`src/rtl/vecseq_pkg.sv`:
```
package vecseq_pkg;
  typedef enum logic [2:0] {
    S_IDLE,
    S_PUSH,
    S_VHI,
    S_VLO,
    S_LOAD
  } seq_state_t;

  localparam int unsigned SAVE_BYTES = 7;
endpackage

```
`src/rtl/vecseq_tally.sv`:
```
module vecseq_tally #(
  parameter int unsigned CW = 32
) (
  input  logic          clk,
  input  logic          rst_n,
  output logic [CW-1:0] count
);
  always_ff @(posedge clk or negedge rst_n) begin
    if (!rst_n) count <= '0;
    else        count <= count + 1'b1;
  end
endmodule

```
`src/rtl/vecseq_irq_gate.sv`:
```
module vecseq_irq_gate (
  input  logic clk,
  input  logic rst_n,
  input  logic irq,
  input  logic start_boundary,
  input  logic idle,
  input  logic masked,
  output logic accept
);
  logic pend;
  logic want;

  assign want   = pend | irq;
  assign accept = start_boundary & idle & want & ~masked;

  always_ff @(posedge clk or negedge rst_n) begin
    if (!rst_n) pend <= 1'b0;
    else        pend <= want & ~accept;
  end
endmodule

```
`src/rtl/vecseq_save_mux.sv`:
```
module vecseq_save_mux #(
  parameter int unsigned AW = 16,
  parameter int unsigned DW = 8,
  parameter int unsigned IW = 3
) (
  input  logic [AW-1:0] pc,
  input  logic [AW-1:0] x,
  input  logic [DW-1:0] a,
  input  logic [DW-1:0] b,
  input  logic [DW-1:0] f,
  input  logic [IW-1:0] idx,
  output logic [DW-1:0] byte_o
);
  localparam int unsigned TOTW = 2*AW + 3*DW;
  localparam int unsigned NB   = TOTW / DW;

  logic [TOTW-1:0] save_vec;
  logic [DW-1:0]   lane [NB];

  // Lane 0 is the first byte pushed.
  assign save_vec = {f, b, a, x, pc};

  for (genvar g = 0; g < NB; g++) begin : g_lane
    assign lane[g] = save_vec[g*DW +: DW];
  end

  always_comb begin
    byte_o = '0;
    for (int k = 0; k < NB; k++)
      if (idx == IW'(k)) byte_o = lane[k];
  end
endmodule

```
`src/rtl/vec_seq_top.sv`:
```
module vec_seq_top
  import vecseq_pkg::*;
#(
  parameter int unsigned AW       = 16,
  parameter int unsigned DW       = 8,
  parameter int unsigned CW       = 32,
  parameter int unsigned MASK_BIT = 4,
  parameter logic [15:0] RST_VEC  = 16'hFFFE,
  parameter logic [15:0] IRQ_VEC  = 16'hFFF8
) (
  input  logic          clk,
  input  logic          rst_n,
  input  logic          irq,
  input  logic          start_boundary,
  output logic          mem_rd,
  output logic          mem_wr,
  output logic [AW-1:0] mem_addr,
  output logic [DW-1:0] mem_wdata,
  input  logic [DW-1:0] mem_rdata,
  input  logic [AW-1:0] pc_in,
  input  logic [AW-1:0] sp_in,
  input  logic [AW-1:0] x_in,
  input  logic [DW-1:0] a_in,
  input  logic [DW-1:0] b_in,
  input  logic [DW-1:0] ccr_in,
  output logic          pc_ld,
  output logic [AW-1:0] pc_ld_val,
  output logic          sp_ld,
  output logic [AW-1:0] sp_ld_val,
  output logic          ccr_ld,
  output logic [DW-1:0] ccr_ld_val,
  output logic          busy,
  output logic          done,
  output logic [CW-1:0] cyc_count
);
  localparam int unsigned IW = $clog2(SAVE_BYTES);
  localparam logic [IW-1:0] LAST_IDX = IW'(SAVE_BYTES - 1);
  localparam logic [DW-1:0] SET_BITS = DW'((1 << MASK_BIT) | (3 << (DW - 2)));

  seq_state_t    state;
  logic [IW-1:0] idx;
  logic [AW-1:0] vec;
  logic          from_irq;
  logic [DW-1:0] hi_byte;
  logic [AW-1:0] pc_s, sp_s, x_s;
  logic [DW-1:0] a_s, b_s, f_s;
  logic          accept;
  logic [DW-1:0] push_byte;

  vecseq_tally #(.CW(CW)) u_tally (
    .clk(clk), .rst_n(rst_n), .count(cyc_count)
  );

  vecseq_irq_gate u_gate (
    .clk(clk), .rst_n(rst_n), .irq(irq), .start_boundary(start_boundary),
    .idle(state == S_IDLE), .masked(ccr_in[MASK_BIT]), .accept(accept)
  );

  vecseq_save_mux #(.AW(AW), .DW(DW), .IW(IW)) u_mux (
    .pc(pc_s), .x(x_s), .a(a_s), .b(b_s), .f(f_s), .idx(idx), .byte_o(push_byte)
  );

  always_ff @(posedge clk or negedge rst_n) begin
    if (!rst_n) begin
      state    <= S_VHI;
      vec      <= AW'(RST_VEC);
      from_irq <= 1'b0;
      idx      <= '0;
      hi_byte  <= '0;
      pc_s     <= '0;
      sp_s     <= '0;
      x_s      <= '0;
      a_s      <= '0;
      b_s      <= '0;
      f_s      <= '0;
    end else begin
      unique case (state)
        S_IDLE: if (accept) begin
          pc_s     <= pc_in;
          sp_s     <= sp_in;
          x_s      <= x_in;
          a_s      <= a_in;
          b_s      <= b_in;
          f_s      <= ccr_in;
          idx      <= '0;
          vec      <= AW'(IRQ_VEC);
          from_irq <= 1'b1;
          state    <= S_PUSH;
        end
        S_PUSH: begin
          if (idx == LAST_IDX) state <= S_VHI;
          else                 idx   <= idx + 1'b1;
        end
        S_VHI: state <= S_VLO;
        S_VLO: begin
          hi_byte <= mem_rdata;
          state   <= S_LOAD;
        end
        S_LOAD: begin
          from_irq <= 1'b0;
          state    <= S_IDLE;
        end
        default: state <= S_IDLE;
      endcase
    end
  end

  always_comb begin
    mem_rd   = (state == S_VHI) || (state == S_VLO);
    mem_wr   = (state == S_PUSH);
    mem_addr = '0;
    case (state)
      S_PUSH:  mem_addr = sp_s - AW'(idx);
      S_VHI:   mem_addr = vec;
      S_VLO:   mem_addr = vec + 1'b1;
      default: mem_addr = '0;
    endcase
  end

  assign mem_wdata  = mem_wr ? push_byte : '0;
  assign sp_ld      = (state == S_VHI) && from_irq;
  assign sp_ld_val  = sp_s - AW'(SAVE_BYTES);
  assign ccr_ld     = (state == S_VHI);
  assign ccr_ld_val = ccr_in | SET_BITS;
  assign pc_ld      = (state == S_LOAD);
  assign pc_ld_val  = {hi_byte, mem_rdata};
  assign done       = (state == S_LOAD);
  assign busy       = (state != S_IDLE);
endmodule

```
`config.mk`:
```
export PLATFORM = sky130hd
export DESIGN_NAME = vec_seq_top
export DESIGN_NICKNAME = d
export VERILOG_FILES = /design/src/rtl/vecseq_pkg.sv /design/src/rtl/vecseq_tally.sv /design/src/rtl/vecseq_irq_gate.sv /design/src/rtl/vecseq_save_mux.sv /design/src/rtl/vec_seq_top.sv
export SDC_FILE = /design/constraint.sdc
export NUM_CORES = 1
export LEC_CHECK = 0
export ABC_AREA = 0
export BUFFER_PORTS_ARGS = -buffer_cell sky130_fd_sc_hd__buf_2
export CORE_ASPECT_RATIO = 2
export CORE_MARGIN = 4
export CORE_UTILIZATION = 30
export DETAILED_ROUTE_END_ITERATION = 12
export PLACE_DENSITY_LB_ADDON = 0.1
export SLEW_MARGIN = 20
export SYNTH_ARGS = -nofsm -noshare
export SYNTH_HDL_FRONTEND = slang
export SYNTH_SLANG_ARGS = --single-unit
export TNS_END_PERCENT = 10
```
`constraint.sdc`:
```
create_clock -name clk -period 5.18 [get_ports clk]
set_input_delay 0.259 -clock clk [delete_from_list [all_inputs] [get_ports clk]]
set_output_delay 0.259 -clock clk [all_outputs]
set_load 0.02 [all_outputs]
```
==> impl_metrics.tcl <==
set metrics [dict create \
    status "complete, no violations" \
    routed_wl_microns 18000 \
    synth.avg_cell_area_sq_um 10.9 \
    finalHoldViolations 0 \
    grt_antenna_before_repair 1 \
    yosysWarnings 0 \
    setup_viol 0 \
    synth_top_area_share_pct 48.8 \
    clk_pin_slew_ns 0.06 \
    drt_iter0_drc 235 \
    htreeDepth 4 \
    finalCriticalPeriod_ns 3.32 \
    synth-edff-count 0 \
    dp_hpwl_microns 14100 \
    crit_chain "inv_1 -> ha_1 -> inv_1 -> nand2_1 -> o311ai_0 -> a21oi_1 -> nor2_1 -> buf_2" \
    gp_congestion 0.767 \
    crit_fanout 12 \
    vias 4811 \
    rows 73 \
    cts_buffers 17 \
    cpMostUsedCell "inv_1" \
    placedCellCount 969 \
    worstMarginPinSlew_ns 0.839 \
    fp.dieW_microns 109 \
    synth_top_cell_by_area "dfrtp_1" \
    start_util_pct 30.5 \
    fin_cells 1002 \
    min_path_type "in2reg" \
    ir_drop_mv 0.326 \
    slew_headroom_pct 44.1 \
    dieArea_sq_um 22800 \
    viasPerCell 4.80 \
    final_core_util_pct 38.9 \
    synth_flop_cell "dfrtp_1" \
    overflow 0 \
    port_buffers 183 \
    start_kind "flip-flop" \
    num-nets-final 822 \
    r2r_end "x_s[11]$_DFFE_PN0P_" \
    hold_end "sp_s[0]$_DFFE_PN0P_" \
    hold_start "sp_in[0]" \
    crit_type "reg2out" \
    p_leak_nw 3.62 \
    clkSinkCount 121 \
    async_flop_share_pct 100 \
    cap_violations 0 \
    drt_pass1_iterations 4 \
    min_path_cells 3 \
    ys_ff_latch 121 \
    r2r_start "u_gate.pend$_DFF_PN0_" \
    netlist_area_sq_um 6110 \
    r2r_slack_ns 2.82 \
    required_ns 4.92 \
    cts_root_buf "clkbuf_16" \
    fp.dieH_microns 210 \
    endpoint_kind "output port" \
    nFillCells 2001 \
    totalNegativeSetupSlack_ns 0 \
    cp.arrival_ns 3.06 \
    grt_max_degree 62 \
    fmax_mhz 302 \
    first_global_vias 5236 \
    ios 187 \
    routedWlPerCell_microns 18.0 \
    cpPeakStageDelay_ns 0.51 \
    min_period_over_period_pct 64.0 \
    drc_errors 0 \
    cp_slowest_cell "dfrtp_1" \
    reg2regPathDepth 5 \
    final-max-slew-violation-count 0 \
    synth_area_leaders "dfrtp_1 49%, mux2_2 14%, xnor2_1 4.7%, xor2_1 3.6%, nand2_1 3.0%" \
    core-area_sq_um 20000 \
    postRouteAntennaNets 0 \
    synth_cells 561 \
    post_synth_num_cell_types 51 \
    clock_skew_ns 0.00974 \
    grt_pass1_wl_microns 28300 \
    cts_tree "done" \
    yosysSeqAreaShare_pct 49.6 \
    clockBufferDepth 2 \
    antenna_cells 0 \
    grt_util_all_layers_pct 16.4 \
    drive_gt1_share_pct 40.9 \
    area_growth_pct 27.4 \
    rsz0062_at_grt "false" \
    power_density_nw_per_um2 661 \
    clk_latency_ns 0.42 \
]
where the power goes:
group          switching [mW]  leakage (nW)  internal (mW)
logic                    1.35          1.85          0.926
clock network           0.465         0.285          0.771
registers               0.343          1.49           1.29
total                    2.15          3.62           2.99
metrics by stage:
step	instance area, sq um	hold WS [ns]	setup WS [ns]	power (mW)
2_1_floorplan	6120	-0.0366	2.59	3.16
3_3_place_gp	7160	0.392	2.30	3.93
3_5_place_dp	7160	0.405	2.28	3.96
4_1_cts	7780	0.0418	1.81	5.23
5_1_grt	7780	0.0554	1.57	5.48
6_report	7780	0.0623	1.86	5.14
cell type report:
| cell class | count | area [sq um] | share of cell area, % |
|---|---|---|---|
| clock buffer | 18 | 439 | 5.64 |
| clock inverter | 14 | 173 | 2.22 |
| inverter | 16 | 60.1 | 0.772 |
| multi-input combinational | 384 | 2800 | 36.0 |
| sequential | 121 | 3030 | 39.0 |
| tap | 262 | 328 | 4.21 |
| timing repair buffer | 187 | 951 | 12.2 |
state kept, by name (all words and copies together), names as in the netlist:
register and flops:
u_gate.pend 1, hi_byte 8, x_s 16, idx 3, b_s 8, state 3
from_irq 1, vec 1, f_s 8, pc_s 16, a_s 8, u_tally.count 32
sp_s 16
layout by cell type, fill, tap and decap left out, types with 2 or more instances in the layout:
| cell | Yosys | final |
|---|---|---|
| nand3_1 | 13 | 13 |
| nor2_1 | 36 | 36 |
| o221ai_1 | 8 | 8 |
| ha_1 | 10 | 10 |
| conb_1 | 1 | 3 |
| and3_1 | 5 | 5 |
| dfstp_2 | 2 | 2 |
| clkinv_4 | 0 | 2 |
| a221oi_1 | 7 | 7 |
| or4_1 | 2 | 2 |
| xnor2_1 | 33 | 33 |
| dfrtp_1 | 119 | 119 |
| inv_1 | 15 | 15 |
| bufinv_16 | 0 | 3 |
| nor3_1 | 8 | 8 |
| o311ai_0 | 2 | 2 |
| nor4_1 | 3 | 3 |
| mux2_2 | 76 | 76 |
| clkbuf_16 | 0 | 17 |
| nand2_1 | 49 | 49 |
| buf_4 | 18 | 4 |
| nand4_1 | 5 | 5 |
| o21ai_0 | 26 | 26 |
| clkinv_2 | 0 | 2 |
| xor2_1 | 25 | 25 |
| clkinvlp_4 | 0 | 5 |
| inv_6 | 0 | 2 |
| nand2b_1 | 4 | 4 |
| o22ai_1 | 11 | 11 |
| buf_2 | 8 | 182 |
| a21oi_1 | 25 | 25 |
| and4_1 | 2 | 2 |
| nor2b_1 | 9 | 9 |
per-layer routing:
layer / track usage, % / vias to the layer above / share of wire, %
met5: 0 / - / 0.072
met4: 7.02 / 2 / 2.5
met3: 3.76 / 34 / 5.1
met2: 30.9 / 162 / 57
met1: 16.5 / 2337 / 35
li1: - / 2276 / -
synth_stat cells (2+ instances only):
cell type	n
and4_1	2
and3_1	5
nand2_1	49
o221ai_1	8
o311ai_0	2
nor2b_1	9
nand2b_1	4
nor2_1	36
inv_1	15
mux2_2	76
a21oi_1	25
ha_1	10
clkbuf_1	16
nor3_1	8
or4_1	2
o21ai_0	26
dfstp_2	2
buf_2	8
a221oi_1	7
xnor2_1	33
dfrtp_1	119
xor2_1	25
nor4_1	3
o22ai_1	11
buf_4	18
nand4_1	5
nand3_1	13
how the worst max path moves through the flow:
stage	startpoint	end	slack (ns)	depth (start not counted)
after floorplan	idx[2]$_DFFE_PN0P_	mem_addr[10]	2.59	9
after global placement	idx[2]$_DFFE_PN0P_	mem_wdata[1]	2.30	8
after detailed placement	idx[2]$_DFFE_PN0P_	mem_wdata[1]	2.28	8
after CTS	idx[2]$_DFFE_PN0P_	mem_wdata[1]	1.81	8
after global routing	idx[2]$_DFFE_PN0P_	mem_wdata[1]	1.57	8
final	idx[2]$_DFFE_PN0P_	mem_wdata[1]	1.86	8
worst max-delay path, delay by kind of cell (launching register included):
kind                     cells  cell delay (ns)
buffers and inverters        3             0.73
AND/OR/NAND/NOR              2             0.34
flip-flops                   1             0.51
AO/OA/AOI/OAI                2             0.65
adder cells (fa/ha/maj)      1             0.42
kinds of logic after synthesis:
logic type	Yosys count	synth area share, %
muxes	76	14.0
DFF	121	49.6
adders and majority gates	11	2.38
xor gates and xnor gates	58	8.32
buffers and inverters	58	4.83
AOI/OAI and AO/OA	87	8.75
other	1	0.0614
and+or+nand+nor	149	12.0
timing repair:
action | in CTS | in global routing
hold buffers | 1 | 0
setup buffers | 0 | 0
gates resized for setup | 0 | 0
hold endpoints to repair | 58 | 0
Note: power is estimated with default switching activity, not from simulation.
